**src/rtl/rbm_pkg.sv**
```systemverilog
package rbm_pkg;

    localparam int REG_W  = 8;
    localparam int DSEL_W = 2;

    // Control register layout: bit 7 down to bit 0.
    typedef struct packed {
        logic [DSEL_W-1:0] dev_sel;   // bits 7:6
        logic [2:0]        preset;    // bits 5:3
        logic              mosi;      // bit 2
        logic              sd_cs_n;   // bit 1
        logic              bb_clk;    // bit 0
    } rbm_ctrl_t;

    localparam rbm_ctrl_t CTRL_RESET = '{dev_sel: '0, preset: '0, mosi: 1'b0,
                                         sd_cs_n: 1'b1, bb_clk: 1'b0};

    typedef struct packed {
        logic [REG_W-1:0] mon_bank;
        logic [REG_W-1:0] usr_page;
        rbm_ctrl_t        ctrl;
        logic             strobe_prev;
    } rbm_state_t;

endpackage

```
**src/rtl/rbm_decode.sv**
```systemverilog
module rbm_decode #(
    parameter int                ADDR_W   = 16,
    parameter int                MON_AW   = 12,
    parameter int                USR_AW   = 11,
    parameter logic [ADDR_W-1:0] MON_BASE = 16'h0000,
    parameter logic [ADDR_W-1:0] USR_BASE = 16'hE800
) (
    input  logic [ADDR_W-1:0] addr,
    output logic              mon_hit,
    output logic              usr_hit,
    output logic              reg_mon_hit,
    output logic              reg_page_hit,
    output logic              reg_ctl_hit
);
    localparam logic [ADDR_W-1:0] USR_TOP  = USR_BASE + ADDR_W'((1 << USR_AW) - 1);
    localparam logic [ADDR_W-1:0] CTL_ADDR = USR_TOP;
    localparam logic [ADDR_W-1:0] PG_ADDR  = USR_TOP - ADDR_W'(1);
    localparam logic [ADDR_W-1:0] MB_ADDR  = USR_TOP - ADDR_W'(2);

    always_comb begin
        mon_hit      = (addr[ADDR_W-1:MON_AW] == MON_BASE[ADDR_W-1:MON_AW]);
        usr_hit      = (addr[ADDR_W-1:USR_AW] == USR_BASE[ADDR_W-1:USR_AW]);
        reg_mon_hit  = (addr == MB_ADDR);
        reg_page_hit = (addr == PG_ADDR);
        reg_ctl_hit  = (addr == CTL_ADDR);
    end
endmodule

```
**src/rtl/rbm_regs.sv**
```systemverilog
module rbm_regs
    import rbm_pkg::*;
(
    input  logic             clk,
    input  logic             rst_n,
    input  logic             strobe,
    input  logic             unlock,
    input  logic             reg_mon_hit,
    input  logic             reg_page_hit,
    input  logic             reg_ctl_hit,
    input  logic [REG_W-1:0] wdata,
    output logic [REG_W-1:0] mon_bank,
    output logic [REG_W-1:0] usr_page,
    output rbm_ctrl_t        ctrl
);
    rbm_state_t st_d, st_q;
    logic       wr_edge_d;

    always_comb begin
        st_d             = st_q;
        st_d.strobe_prev = strobe;
        wr_edge_d        = strobe && !st_q.strobe_prev && unlock;
        if (wr_edge_d) begin
            if (reg_mon_hit)  st_d.mon_bank = wdata;
            if (reg_page_hit) st_d.usr_page = wdata;
            if (reg_ctl_hit)  st_d.ctrl     = rbm_ctrl_t'(wdata);
        end
    end

    always_ff @(posedge clk or negedge rst_n) begin
        if (!rst_n) begin
            st_q.mon_bank    <= '0;
            st_q.usr_page    <= '0;
            st_q.ctrl        <= CTRL_RESET;
            st_q.strobe_prev <= 1'b0;
        end else begin
            st_q <= st_d;
        end
    end

    assign mon_bank = st_q.mon_bank;
    assign usr_page = st_q.usr_page;
    assign ctrl     = st_q.ctrl;
endmodule

```
**src/rtl/rbm_route.sv**
```systemverilog
module rbm_route
    import rbm_pkg::*;
#(
    parameter int MON_AW       = 12,
    parameter int USR_AW       = 11,
    parameter int MON_BANK_USE = 7,
    parameter int NUM_DEV      = 3,
    parameter int FLASH_AW     = 19
) (
    input  logic                    req,
    input  logic                    mon_hit,
    input  logic                    usr_hit,
    input  logic [MON_AW-1:0]       addr_lo,
    input  logic [MON_BANK_USE-1:0] mon_bank,
    input  logic [REG_W-1:0]        usr_page,
    input  logic [DSEL_W-1:0]       dev_sel,
    output logic [FLASH_AW-1:0]     flash_addr,
    output logic                    mon_cs_n,
    output logic [NUM_DEV-1:0]      usr_cs_n
);
    always_comb begin
        flash_addr = '0;
        if (mon_hit) begin
            flash_addr[MON_AW-1:0]            = addr_lo;
            flash_addr[MON_AW +: MON_BANK_USE] = mon_bank;
        end else if (usr_hit) begin
            flash_addr[USR_AW-1:0]      = addr_lo[USR_AW-1:0];
            flash_addr[USR_AW +: REG_W] = usr_page;
        end
    end

    assign mon_cs_n = ~(req & mon_hit);

    for (genvar i = 0; i < NUM_DEV; i++) begin : g_dev
        assign usr_cs_n[i] = ~(req && usr_hit && (dev_sel == DSEL_W'(i)));
    end
endmodule

```
**src/rtl/rom_bank_mapper.sv**
```systemverilog
module rom_bank_mapper
    import rbm_pkg::*;
#(
    parameter int      ADDR_W       = 16,
    parameter int      MON_AW       = 12,
    parameter int      USR_AW       = 11,
    parameter int      MON_BANK_USE = 7,
    parameter int      NUM_DEV      = 3,
    parameter logic [15:0] MON_BASE = 16'h0000,
    parameter logic [15:0] USR_BASE = 16'hE800,
    localparam int     FLASH_AW     = ((MON_BANK_USE + MON_AW) > (REG_W + USR_AW)) ?
                                      (MON_BANK_USE + MON_AW) : (REG_W + USR_AW)
) (
    input  logic                clk,
    input  logic                rst_n,
    input  logic [ADDR_W-1:0]   cpu_addr,
    input  logic [REG_W-1:0]    cpu_wdata,
    input  logic                mreq_n,
    input  logic                wr_n,
    input  logic                unlock,
    output logic [FLASH_AW-1:0] flash_addr,
    output logic                mon_cs_n,
    output logic [NUM_DEV-1:0]  usr_cs_n,
    output logic                sd_cs_n,
    output logic                bb_clk,
    output logic                bb_mosi,
    output logic [2:0]          latch_preset
);
    logic             mon_hit, usr_hit, r_mon, r_page, r_ctl;
    logic             req, strobe;
    logic [REG_W-1:0] mon_bank, usr_page;
    rbm_ctrl_t        ctrl;

    assign req    = ~mreq_n;
    assign strobe = ~mreq_n & ~wr_n;

    rbm_decode #(
        .ADDR_W(ADDR_W), .MON_AW(MON_AW), .USR_AW(USR_AW),
        .MON_BASE(ADDR_W'(MON_BASE)), .USR_BASE(ADDR_W'(USR_BASE))
    ) u_decode (
        .addr(cpu_addr), .mon_hit(mon_hit), .usr_hit(usr_hit),
        .reg_mon_hit(r_mon), .reg_page_hit(r_page), .reg_ctl_hit(r_ctl)
    );

    rbm_regs u_regs (
        .clk(clk), .rst_n(rst_n), .strobe(strobe), .unlock(unlock),
        .reg_mon_hit(r_mon), .reg_page_hit(r_page), .reg_ctl_hit(r_ctl),
        .wdata(cpu_wdata), .mon_bank(mon_bank), .usr_page(usr_page), .ctrl(ctrl)
    );

    rbm_route #(
        .MON_AW(MON_AW), .USR_AW(USR_AW), .MON_BANK_USE(MON_BANK_USE),
        .NUM_DEV(NUM_DEV), .FLASH_AW(FLASH_AW)
    ) u_route (
        .req(req), .mon_hit(mon_hit), .usr_hit(usr_hit),
        .addr_lo(cpu_addr[MON_AW-1:0]), .mon_bank(mon_bank[MON_BANK_USE-1:0]),
        .usr_page(usr_page), .dev_sel(ctrl.dev_sel),
        .flash_addr(flash_addr), .mon_cs_n(mon_cs_n), .usr_cs_n(usr_cs_n)
    );

    assign sd_cs_n      = ctrl.sd_cs_n;
    assign bb_clk       = ctrl.bb_clk;
    assign bb_mosi      = ctrl.mosi;
    assign latch_preset = ctrl.preset;
endmodule

```
**config.mk**
```make
export PLATFORM = sky130hd
export DESIGN_NAME = rom_bank_mapper
export DESIGN_NICKNAME = d
export VERILOG_FILES = /design/src/rtl/rbm_pkg.sv /design/src/rtl/rbm_decode.sv /design/src/rtl/rbm_regs.sv /design/src/rtl/rbm_route.sv /design/src/rtl/rom_bank_mapper.sv
export SDC_FILE = /design/constraint.sdc
export NUM_CORES = 1
export LEC_CHECK = 0
export CAP_MARGIN = 30
export CORE_MARGIN = 3
export CORE_UTILIZATION = 35
export CTS_CLUSTER_DIAMETER = 80
export DETAILED_ROUTE_END_ITERATION = 6
export PLACE_DENSITY = 0.69
export SETUP_SLACK_MARGIN = 0.02
export SYNTH_ARGS = -nofsm -noshare
export SYNTH_HDL_FRONTEND = slang
export SYNTH_HIERARCHICAL = 1
export SYNTH_SLANG_ARGS = --single-unit
```
**constraint.sdc**
```tcl
create_clock -name clk -period 1.9 [get_ports clk]
set_input_delay 0.57 -clock clk [delete_from_list [all_inputs] [get_ports clk]]
set_output_delay 0.57 -clock clk [all_outputs]
set_load 0.005 [all_outputs]
```
Word-level counts from Yosys, hierarchy flattened --
Cells that the tools add are included. Widths: inputs -> output; s select.
Word-level totals: flip-flop bits (word level) 24, input port bits 29, output and inout bits 29
Cells by class: equal/unequal tests 6, muxes and demuxes 2, bitwise operators 8, reductions and logical operators 12
Operators by type and width (number):
- $eq 16x16->1 const B | 3
- $mux 19 | 2
- $logic_and 1x1->1 | 6
- $not 1->1 | 6
- $reduce_and 2->1 | 3
- $eq 5x5->1 const B | 1
- $logic_not 4->1 | 1
- $and 1x1->1 | 2
- $eq 2x1->1 const B | 1
- $eq 2x2->1 const B | 1
- $logic_not 2->1 | 1
- $logic_not 1->1 | 1

Logic depth before layout (Yosys ltp) --
depth in word-level cells 5, depth in mapped cells 5

Modules after synthesis --
The synthesis kept the hierarchy.
By module, submodules not included:
- rbm_regs | times used 1, cells an instance 76, area each 1122.3 µm², sequential area each 626.9 µm²
- rbm_route | times used 1, cells an instance 32, area each 229.0 µm², sequential area each 0.0 µm²
- rbm_decode | times used 1, cells an instance 13, area each 100.1 µm², sequential area each 0.0 µm²
- rom_bank_mapper | times used 1, cells an instance 2, area each 7.5 µm², sequential area each 0.0 µm²

Worst setup path after synthesis --
OpenSTA, ideal clock, no wires.
kind in2out, start in cpu_addr[13], end out flash_addr[11], arrival time 1.418 ns, path slack -0.088 ns, stages 3, path buffers 0, cells stage by stage nor4_1 -> and2b_4 -> a22o_1
On the way: word-level cells in the longest chain between the ends 3, elaborated cells between the ends (all ways) 4, those cells by class eq/ne: 1; mux: 2; reduce/logical: 1
RTL lines:
- start, declared | RTL line rom_bank_mapper.sv:16 | input logic [ADDR_W-1:0] cpu_addr,
- $eq 5x5->1 | RTL line rbm_decode.sv:22 | usr_hit = (addr[ADDR_W-1:USR_AW] == USR_BASE[ADDR_W-1:USR_AW]);
- $mux 19 | RTL line rbm_route.sv:26 | end else if (usr_hit) begin
- $mux 19 * | RTL line rbm_route.sv:23 | if (mon_hit) begin
- end, declared | RTL line rom_bank_mapper.sv:21 | output logic [FLASH_AW-1:0] flash_addr,
Every way passes the cells marked *; elsewhere a longest branch is shown, timed or not.

Worst setup path in the final report --
start in cpu_addr[15], end out flash_addr[17]
On the way: elaborated cells between the ends (all ways) 4, those cells by class eq/ne: 1; mux: 2; reduce/logical: 1
RTL lines:
- $logic_not 4->1 | RTL line rbm_decode.sv:21 | mon_hit = (addr[ADDR_W-1:MON_AW] == MON_BASE[ADDR_W-1:MON_AW]);
- named net mon_hit | RTL line rom_bank_mapper.sv:29 | logic mon_hit, usr_hit, r_mon, r_page, r_ctl;
- $mux 19 | RTL line rbm_route.sv:23
The timed path passes the listed nets, and every way through them passes these cells.

==> out/metrics.cfg <==
[grt]
grt_max_degree = 25
track_usage_pct = 15.6
gr-total-overflow = 0
grt_antenna_before_repair = 0
grt_first_pass_wirelength_um = 6130
grt_pass1_vias = 1259

[critical_path]
endpoint_kind = primary output
r2r-end = u_regs/usr_page[0]
cp.required_ns = 1.33
cp_max_fo = 4
r2r-start = u_regs/st_q[0]
crit_arrival_ns = 1.81
cp-startpoint = cpu_addr[15]
worstSetupStartpointType = input port
rrSetupSlack_ns = 0.73
r2r.worst_path.cells = 3
criticalPathCategory = in -> out
critPathCapture = flash_addr[17]

[final_layout]
syn2layout_area_growth_pct = 56.7
final_cell_mix = 25 x buf_2, 23 x mux2_2, 23 x dfrtp_1
layout_commonest_cell = buf_2
drive_gt1_share_pct = 58.4
final_core_util_pct = 58.8
antenna_cells = 0
finalNonFillerCells = 238
nets = 220

[pwr]
power_density_nw_per_um2 = 445
ir_drop_mv = 0.409
p_leak_nw = 1.15

[sta]
fin_crit_ns = 2.38
rsz0062_at_grt = true
setup_slack_ns = -0.485
slew_violations = 0
hold_viol_final = 0
tightest_slew_ns = 0.299
setup_viol = 23
fin_crit_sh_pct = 126
max_freq_mhz = 419
holdWs_ns = 0.513
maxSlewHeadroom_pct = 80.1
worst_clock_skew_ns = 0.00130

[floorplanning]
row_count = 22
die_area_um2 = 4840
core_um2 = 3770
io_pins = 58
start_util_pct = 37.5
die_h_um = 69.6
die_w_um = 69.6

[clock_network]
clock_sinks = 24
clk_latency_ns = 0.26
htree_levels = 1
clockBufferDepth = 2
numCtsBuffers = 3
cts_tree = yes
cts_root_buf = clkbuf_8
ctsHoldBuffers = 0
clk_pin_slew_worst_paths_ns = 0.08

[synth]
synth_cells = 120
synth.avg_cell_area_um2 = 11.8
syn_area_um2 = 1420
syn_nets = 149
ys_warn_count = 6

[status]
violations = setup timing
status = finished, violations left

[drt]
drt_first_pass_iters = 4
wire_per_inst_um = 16.3
drc = 0
via_per_inst = 4.97
drt_wl_total_um = 3880
ant_nets = 0
vias = 1182
drt_iter0_markers = 43

[placement]
place_hpwl_um = 2580
routabilityCongestion = 1.01
numPortBuffers = 57
dp_cells = 216

[hold_path]
hp-class = reg -> reg

[flow_run]
maxCapViolCount = 0

## worst min-delay path by stage
stage	slack, ns	from	endpoint	cells past startpoint
CTS	0.51	u_regs/mon_bank[0]	u_regs/mon_bank[0]	1
global placement	0.49	u_regs/ctrl[0]	u_regs/ctrl[0]	1
global route	0.53	u_regs/mon_bank[0]	u_regs/mon_bank[0]	1
detailed placement	0.49	u_regs/mon_bank[0]	u_regs/mon_bank[0]	1
finish	0.51	u_regs/mon_bank[0]	u_regs/mon_bank[0]	1
floorplan	0.27	rst_n	u_regs/ctrl[0]	0
## routing by layer
layer	track usage [%]	vias to the layer above	share of wire, %	routed length (um)
met3	3.48	7	7.7	298
met2	27.1	60	50	1920
met5	0	-	0	0
met1	19.2	564	41	1600
li1	-	551	-	-
met4	4.56	0	1.5	57
## what timing repair did
| action | 4_1_cts | 5_1_grt |
|---|---|---|
| gates resized for setup | 148 | 21 |
| setup buffers | 12 | 6 |
| setup endpoints to repair | 46 | 37 |
| pin swaps | 14 | 9 |
| cloned | 0 | 0 |
## registers in the layout, indices dropped and copies added (netlist names)
| name | flops |
|---|---|
| u_regs/st_q | 1 |
| u_regs/mon_bank | 7 |
| u_regs/usr_page | 8 |
| u_regs/ctrl | 8 |
## critical path, stage by stage
cell,delay [ns]
buf_6,0.09
buf_6,0.11
nor4_4,0.23
buf_4,0.18
and2b_4,0.21
buf_6,0.11
a22o_1,0.18
buf_2,0.13
## stage by stage
step                area (um^2)  setup TNS, ns  setup WS [ns]  power, mW
global placement           1990         -34.91          -1.02      0.664
CTS                        2100          -7.96         -0.515      0.978
finish                     2220          -8.46         -0.485      0.986
detailed placement         1990         -36.33          -1.08      0.669
floorplan                  1430              0         0.0480      0.552
global route               2220          -9.52         -0.532       1.04
## cell type report
class	count	area [um^2]
Fill cell	314	1550
Timing Repair Buffer	91	776
Multi-Input combinational cell	70	731
Sequential cell	24	602
Tap cell	48	60.1
Clock buffer	4	45.0
Inverter	1	3.75
## report_power, final
| group | switching, mW | internal [mW] | total, mW |
|---|---|---|---|
| registers | 0.000570 | 0.511 | 0.512 |
| clock network | 0.153 | 0.150 | 0.303 |
| logic | 0.0710 | 0.100 | 0.171 |
Power figures use the tool's default switching activity.
